## config.mk

```make
export PLATFORM = sky130hd
export DESIGN_NAME = ata_dual_irq_decoder
export DESIGN_NICKNAME = d
export VERILOG_FILES = /design/src/rtl/ata_dual_pkg.sv /design/src/rtl/ata_dual_addr_dec.sv /design/src/rtl/ata_dual_chan.sv /design/src/rtl/ata_dual_sel_reg.sv /design/src/rtl/ata_dual_irq_decoder.sv
export SDC_FILE = /design/constraint.sdc
export NUM_CORES = 1
export LEC_CHECK = 0
export BUFFER_PORTS_ARGS = -buffer_cell sky130_fd_sc_hd__buf_2
export CORE_MARGIN = 2
export CORE_UTILIZATION = 46
export CTS_CLUSTER_SIZE = 12
export DETAILED_ROUTE_END_ITERATION = 12
export GPL_ROUTABILITY_DRIVEN = 0
export PLACE_DENSITY = 0.77
export SLEW_MARGIN = 20
export SYNTH_ARGS = -nofsm -noshare
export SYNTH_HDL_FRONTEND = slang
export SYNTH_SLANG_ARGS = --single-unit
```

## constraint.sdc

```tcl
create_clock -name clk -period 2.25 [get_ports clk]
set_input_delay 0.3375 -clock clk [delete_from_list [all_inputs] [get_ports clk]]
set_output_delay 0.3375 -clock clk [all_outputs]
set_load 0.05 [all_outputs]
```

## src/rtl/ata_dual_pkg.sv

```systemverilog
package ata_dual_pkg;

  localparam int NCH       = 2;
  localparam int TF_REGS   = 8;
  localparam int TF_IDX_W  = $clog2(TF_REGS);
  localparam int CH_SHIFT  = 12;
  localparam int ID_BITS   = 4;
  localparam int ID_BIT_W  = $clog2(ID_BITS);
  localparam int ID_STEP   = 4;

  localparam logic [31:0] SEL_OFS     = 32'h0000;
  localparam logic [31:0] REGION_BASE = 32'h2000;
  localparam logic [31:0] ID_BASE     = 32'h2280;

  localparam logic [CH_SHIFT-1:0] LOC_ARM  = 12'h200;
  localparam logic [CH_SHIFT-1:0] LOC_STAT = 12'h290;
  localparam logic [CH_SHIFT-1:0] LOC_CTL  = 12'h380;

  typedef struct packed {
    logic                sel_hit;
    logic                id_hit;
    logic [ID_BIT_W-1:0] id_bit;
    logic                ch;
    logic                arm_hit;
    logic                stat_hit;
    logic                ctl_hit;
    logic                tf_hit;
    logic [TF_IDX_W-1:0] tf_idx;
  } dec_t;

endpackage

```

## src/rtl/ata_dual_addr_dec.sv

```systemverilog
module ata_dual_addr_dec
  import ata_dual_pkg::*;
#(
  parameter int ADDR_W   = 14,
  parameter int TF_SHIFT = 6
) (
  input  logic [ADDR_W-1:0] addr,
  output dec_t              dec
);

  localparam int TF_SPAN = TF_REGS << TF_SHIFT;

  logic [31:0]          a;
  logic [CH_SHIFT-1:0]  loc;
  logic                 in_region;

  always_comb begin
    a         = 32'(addr);
    loc       = a[CH_SHIFT-1:0];
    in_region = (a >> (CH_SHIFT + 1)) == (REGION_BASE >> (CH_SHIFT + 1));
    dec       = '0;
    dec.ch       = a[CH_SHIFT];
    dec.sel_hit  = (a == SEL_OFS);
    for (int k = 0; k < ID_BITS; k++) begin
      if (a == ID_BASE + 32'(k * ID_STEP)) begin
        dec.id_hit = 1'b1;
        dec.id_bit = ID_BIT_W'(k);
      end
    end
    dec.arm_hit  = in_region && (loc == LOC_ARM);
    dec.stat_hit = in_region && (loc == LOC_STAT);
    dec.ctl_hit  = in_region && (loc == LOC_CTL);
    dec.tf_hit   = in_region && (loc < CH_SHIFT'(TF_SPAN)) &&
                   (loc[TF_SHIFT-1:0] == '0);
    dec.tf_idx   = TF_IDX_W'(loc >> TF_SHIFT);
  end

endmodule

```

## src/rtl/ata_dual_chan.sv

```systemverilog
module ata_dual_chan (
  input  logic clk,
  input  logic rst,
  input  logic arm,
  input  logic disarm,
  input  logic drv_irq,
  output logic en_q,
  output logic pend_q
);

  always_ff @(posedge clk) begin
    if (rst) begin
      en_q   <= 1'b0;
      pend_q <= 1'b0;
    end else begin
      pend_q <= drv_irq;
      if (disarm)
        en_q <= 1'b0;
      else if (arm)
        en_q <= 1'b1;
    end
  end

endmodule

```

## src/rtl/ata_dual_sel_reg.sv

```systemverilog
module ata_dual_sel_reg #(
  parameter int DATA_W = 8
) (
  input  logic              clk,
  input  logic              rst,
  input  logic              we,
  input  logic [DATA_W-1:0] wdata,
  output logic [DATA_W-1:0] sel_q
);

  always_ff @(posedge clk) begin
    if (rst)
      sel_q <= '0;
    else if (we)
      sel_q <= wdata;
  end

endmodule

```

## src/rtl/ata_dual_irq_decoder.sv

```systemverilog
module ata_dual_irq_decoder
  import ata_dual_pkg::*;
#(
  parameter int          ADDR_W   = 14,
  parameter int          DATA_W   = 8,
  parameter int          TF_SHIFT = 6,
  parameter int          EXT_BIT  = 5,
  parameter int          DMA_BIT  = 0,
  parameter logic [ID_BITS-1:0] CARD_ID = 4'd3
) (
  input  logic                clk,
  input  logic                rst,
  input  logic [ADDR_W-1:0]   bus_addr,
  input  logic [DATA_W-1:0]   bus_wdata,
  input  logic                bus_rd,
  input  logic                bus_wr,
  output logic [DATA_W-1:0]   bus_rdata,
  input  logic [NCH-1:0]      drv_irq,
  output logic                irq_out,
  output logic                dma_sel,
  output logic                ext_en,
  output logic [NCH-1:0]      tf_cs,
  output logic [TF_IDX_W-1:0] tf_idx,
  output logic [NCH-1:0]      ctl_cs
);

  dec_t              dec;
  logic [DATA_W-1:0] sel_q;
  logic [NCH-1:0]    en_q;
  logic [NCH-1:0]    pend_q;
  logic [NCH-1:0]    arm;
  logic [NCH-1:0]    disarm;
  logic [DATA_W-1:0] rd_val;
  logic              access;
  logic              open_q;

  assign access = bus_rd | bus_wr;
  assign open_q = sel_q[EXT_BIT];

  ata_dual_addr_dec #(
    .ADDR_W   (ADDR_W),
    .TF_SHIFT (TF_SHIFT)
  ) dec_i (
    .addr (bus_addr),
    .dec  (dec)
  );

  ata_dual_sel_reg #(
    .DATA_W (DATA_W)
  ) sel_i (
    .clk   (clk),
    .rst   (rst),
    .we    (bus_wr && dec.sel_hit),
    .wdata (bus_wdata),
    .sel_q (sel_q)
  );

  for (genvar g = 0; g < NCH; g++) begin : g_chan
    assign arm[g]    = bus_wr && open_q && dec.arm_hit && (32'(dec.ch) == g);
    assign disarm[g] = bus_rd && open_q && dec.arm_hit && (32'(dec.ch) == g);

    ata_dual_chan chan_i (
      .clk     (clk),
      .rst     (rst),
      .arm     (arm[g]),
      .disarm  (disarm[g]),
      .drv_irq (drv_irq[g]),
      .en_q    (en_q[g]),
      .pend_q  (pend_q[g])
    );
  end

  always_comb begin
    rd_val = '0;
    if (dec.sel_hit)
      rd_val = sel_q;
    else if (dec.id_hit)
      rd_val[0] = CARD_ID[dec.id_bit];
    else if (open_q && dec.stat_hit)
      rd_val[0] = pend_q[dec.ch];
  end

  always_ff @(posedge clk) begin
    if (rst) begin
      bus_rdata <= '0;
      irq_out   <= 1'b0;
      tf_cs     <= '0;
      ctl_cs    <= '0;
      tf_idx    <= '0;
    end else begin
      bus_rdata <= bus_rd ? rd_val : '0;
      irq_out   <= |(en_q & pend_q);
      tf_idx    <= (access && open_q && dec.tf_hit) ? dec.tf_idx : '0;
      for (int c = 0; c < NCH; c++) begin
        tf_cs[c]  <= access && open_q && dec.tf_hit  && (32'(dec.ch) == c);
        ctl_cs[c] <= access && open_q && dec.ctl_hit && (32'(dec.ch) == c);
      end
    end
  end

  assign ext_en  = sel_q[EXT_BIT];
  assign dma_sel = sel_q[DMA_BIT];

endmodule

```

==> flow_metrics.tcl <==
set metrics [dict create \
    yosys.area_share.xor_xnor_pct 0 \
    htree_levels 1 \
    routed_wirelength_um 2140 \
    worstMarginPinSlew_ns 0.440 \
    yosys-top-cells-count "28 x dfxtp_1, 16 x nand2b_1, 12 x and2_1" \
    grt_max_degree 25 \
    finalNetCount 178 \
    synth_area_in_simple_gates_pct 31.9 \
    synth-main-ff-cell "dfxtp_1" \
    post_synth_fa_ha_maj_area_fraction_pct 0 \
    die_y_um 52.5 \
    first_drt_iteration_drcs 15 \
    avg_wl_per_cell_um 12.1 \
    buffer_ports.inserted 45 \
    crit_type "in2reg" \
    tritoncts_num_sinks 28 \
    netlist.area_leader.share_pct 51.9 \
    power.static_leakage_nw 0.667 \
    cts_tree "yes" \
    syn-mean-instance-area_um2 10.4 \
    clk-insertion-delay-late_ns 0.32 \
    setup-tns-final_ns 0 \
    grt_pass1_vias 866 \
    syn-num-nets 132 \
    place.detailed.instances 173 \
    setup_repair_after_global_routing_missed_its_margin "false" \
    critPathCaptureType "register" \
    chipWidth_um 52.5 \
    peakVddDrop_mv 0.385 \
    core_area_mm2 0.00221 \
    clk_pin_slew_worst_paths_ns 0.14 \
    hold_violations 0 \
    final_min_period_over_clock_period_pct 77.6 \
    cts_post_setup_buffers_inserted 0 \
    ys_async_sr_fraction_pct 0 \
    largest_fanout_on_the_critical_path 8 \
    syn_inst 104 \
    post-route-drc-count 0 \
    ctsLongestPathBuffers 2 \
    synth.top_cells.by_area "dfxtp_1 52%, nand2b_1 9.3%, mux2i_1 7.4%" \
    number_of_enable_flip_flop_cells_after_synthesis 0 \
    grt_antenna_before_repair 0 \
    worst_hold_path_type "in2reg" \
    vias 882 \
    cts_inserted_buffers 3 \
    design.portCount 46 \
    antenna_cells 0 \
    gr-usage-all-layers_pct 18.3 \
    maxSlewHeadroom_pct 70.4 \
    post_detailed_route_count_of_antenna_violating_nets 0 \
    critical_path.startpoint_type "input pin" \
    routed_via_density 4.98 \
    floorplan.initialDensity_pct 48.8 \
    rows 17 \
    arrival_ns 1.95 \
    grt.overflow.total 0 \
    drive_gt1_share_pct 35.6 \
    layout.core_utilization_pct 61.4 \
    synthDistinctLibCells 28 \
    synthMostInstantiatedCell "dfxtp_1" \
    synth_top_area_cell "dfxtp_1" \
    synth_seq_area_share_pct 51.9 \
    postSynthRegisterBits 28 \
    grt_first_pass_wirelength_um 3670 \
    yosysWarningCount 0 \
    run_status "finished clean" \
    die_footprint_mm2 0.00275 \
    mappedNetlistArea_mm2 0.00108 \
    cts-hold-fix-buffers 0 \
    cts.root.buffer_cell "clkbuf_4" \
    post_layout_nonfiller_instances 177 \
    timing.final.setup_violations 0 \
    timing_max_transition_violations_final 0 \
    ctsResizeCount 0 \
    pwr_density_cell_mw_per_mm2 583 \
    combinational_family_with_the_most_area_after_synthesis "simple AND/OR/NAND/NOR gates" \
    timing.critical_path.required_ns 2.46 \
    max_clock_freq_mhz 573 \
    layout-area-overhead-vs-synth_pct 25.7 \
    worst_clock_skew_ns 0.00102 \
    muxShareOfSynthArea_pct 7.42 \
    final_period_minus_worst_setup_slack_ns 1.75 \
    drt_pass1_iterations 4 \
    drv.max_cap_violation_count 0 \
    synth_area_in_compound_gates_pct 6.03 \
]
-- state kept, by name (all words and copies together), names as in the netlist --
register,count
bus_rdata,8
sel_i.sel_q,8
tf_idx,3
ctl_cs,2
g_chan.chan_i.en_q,2
g_chan.chan_i.pend_q,2
tf_cs,2
irq_out,1
-- metal layers --
| layer | GRT usage, % | vias up | share of wire [%] |
|---|---|---|---|
| li1 | - | 448 | - |
| met4 | 10.7 | 0 | 1.6 |
| met3 | 4.00 | 6 | 6.7 |
| met1 | 22.0 | 390 | 43 |
| met2 | 29.6 | 38 | 48 |
| met5 | 0 | - | 0 |
-- layout by cell type, fill, tap and decap left out --
cell,netlist,routed
buf_2,0,45
or4_4,1,1
clkbuf_8,0,1
nand4b_1,1,1
dfxtp_1,28,28
a22oi_1,1,1
clkbuf_4,0,3
mux2i_1,8,8
nor4_1,2,2
a21oi_1,2,2
a32o_1,1,1
or2_2,1,1
a311oi_1,2,2
and2_1,12,12
or4b_1,2,2
nor2b_1,2,2
o211ai_1,1,1
nand2_1,1,1
nor2_1,7,7
nor4bb_1,1,1
and3_1,1,1
inv_1,3,3
nor3b_2,1,1
a31oi_1,2,2
nand2b_1,16,16
and4b_1,1,1
nor4_2,1,1
nand3_1,1,1
nand4bb_1,1,1
-- through the flow --
stage / cell area, um2 / hold WS (ns) / setup slack [ns] / total power, mW
after global routing: 1360 / 0.215 / 0.443 / 0.823
final: 1360 / 0.213 / 0.505 / 0.791
after detailed placement: 1320 / 0.449 / 0.137 / 0.565
after CTS: 1360 / 0.201 / 0.502 / 0.800
after floorplan: 1080 / 0.431 / 0.452 / 0.532
after global placement: 1320 / 0.440 / 0.178 / 0.563
-- logic make-up after synthesis --
family | count (synthesis)
buffers and inverters | 7
and+or+nand+nor | 52
DFF | 28
muxes | 8
AOI/OAI and AO/OA | 9
-- cell type report --
type	instances	area [um2]
Inverter	3	11.3
Clock buffer	4	36.3
Multi-Input combinational cell	69	489
Fill cell	214	855
Sequential cell	28	561
Tap cell	28	35.0
Timing Repair Buffer	45	225
-- power breakdown --
part / internal (mW) / total [mW] / leakage [nW] / switching (mW)
Sequential: 0.498 / 0.499 / 0.226 / 0.00119
Clock: 0.0990 / 0.237 / 0.0210 / 0.138
Combinational: 0.0288 / 0.0551 / 0.420 / 0.0263
-- path summary, 6_finish.rpt --
check | startpoint | end | slack [ns] | cells after the start
worst min register to register | sel_i.sel_q[7]$_SDFFE_PP0P_ | bus_rdata[7]$_SDFF_PP0_ | 0.48 | 1
worst max-delay path | bus_addr[1] | sel_i.sel_q[5]$_SDFFE_PP0P_ | 0.50 | 4
worst max register to register | sel_i.sel_q[5]$_SDFFE_PP0P_ | g_chan[0].chan_i.en_q$_SDFFE_PP0P_ | 0.70 | 4
worst min-delay path | drv_irq[0] | g_chan[0].chan_i.pend_q$_SDFF_PP0_ | 0.21 | 2
-- critical path, cell delays in order --
cell	delay [ns]
buf_2	0.09
or4_4	0.56
or4b_1	0.76
mux2i_1	0.20
No activity file was read; power rests on OpenSTA's default activity.
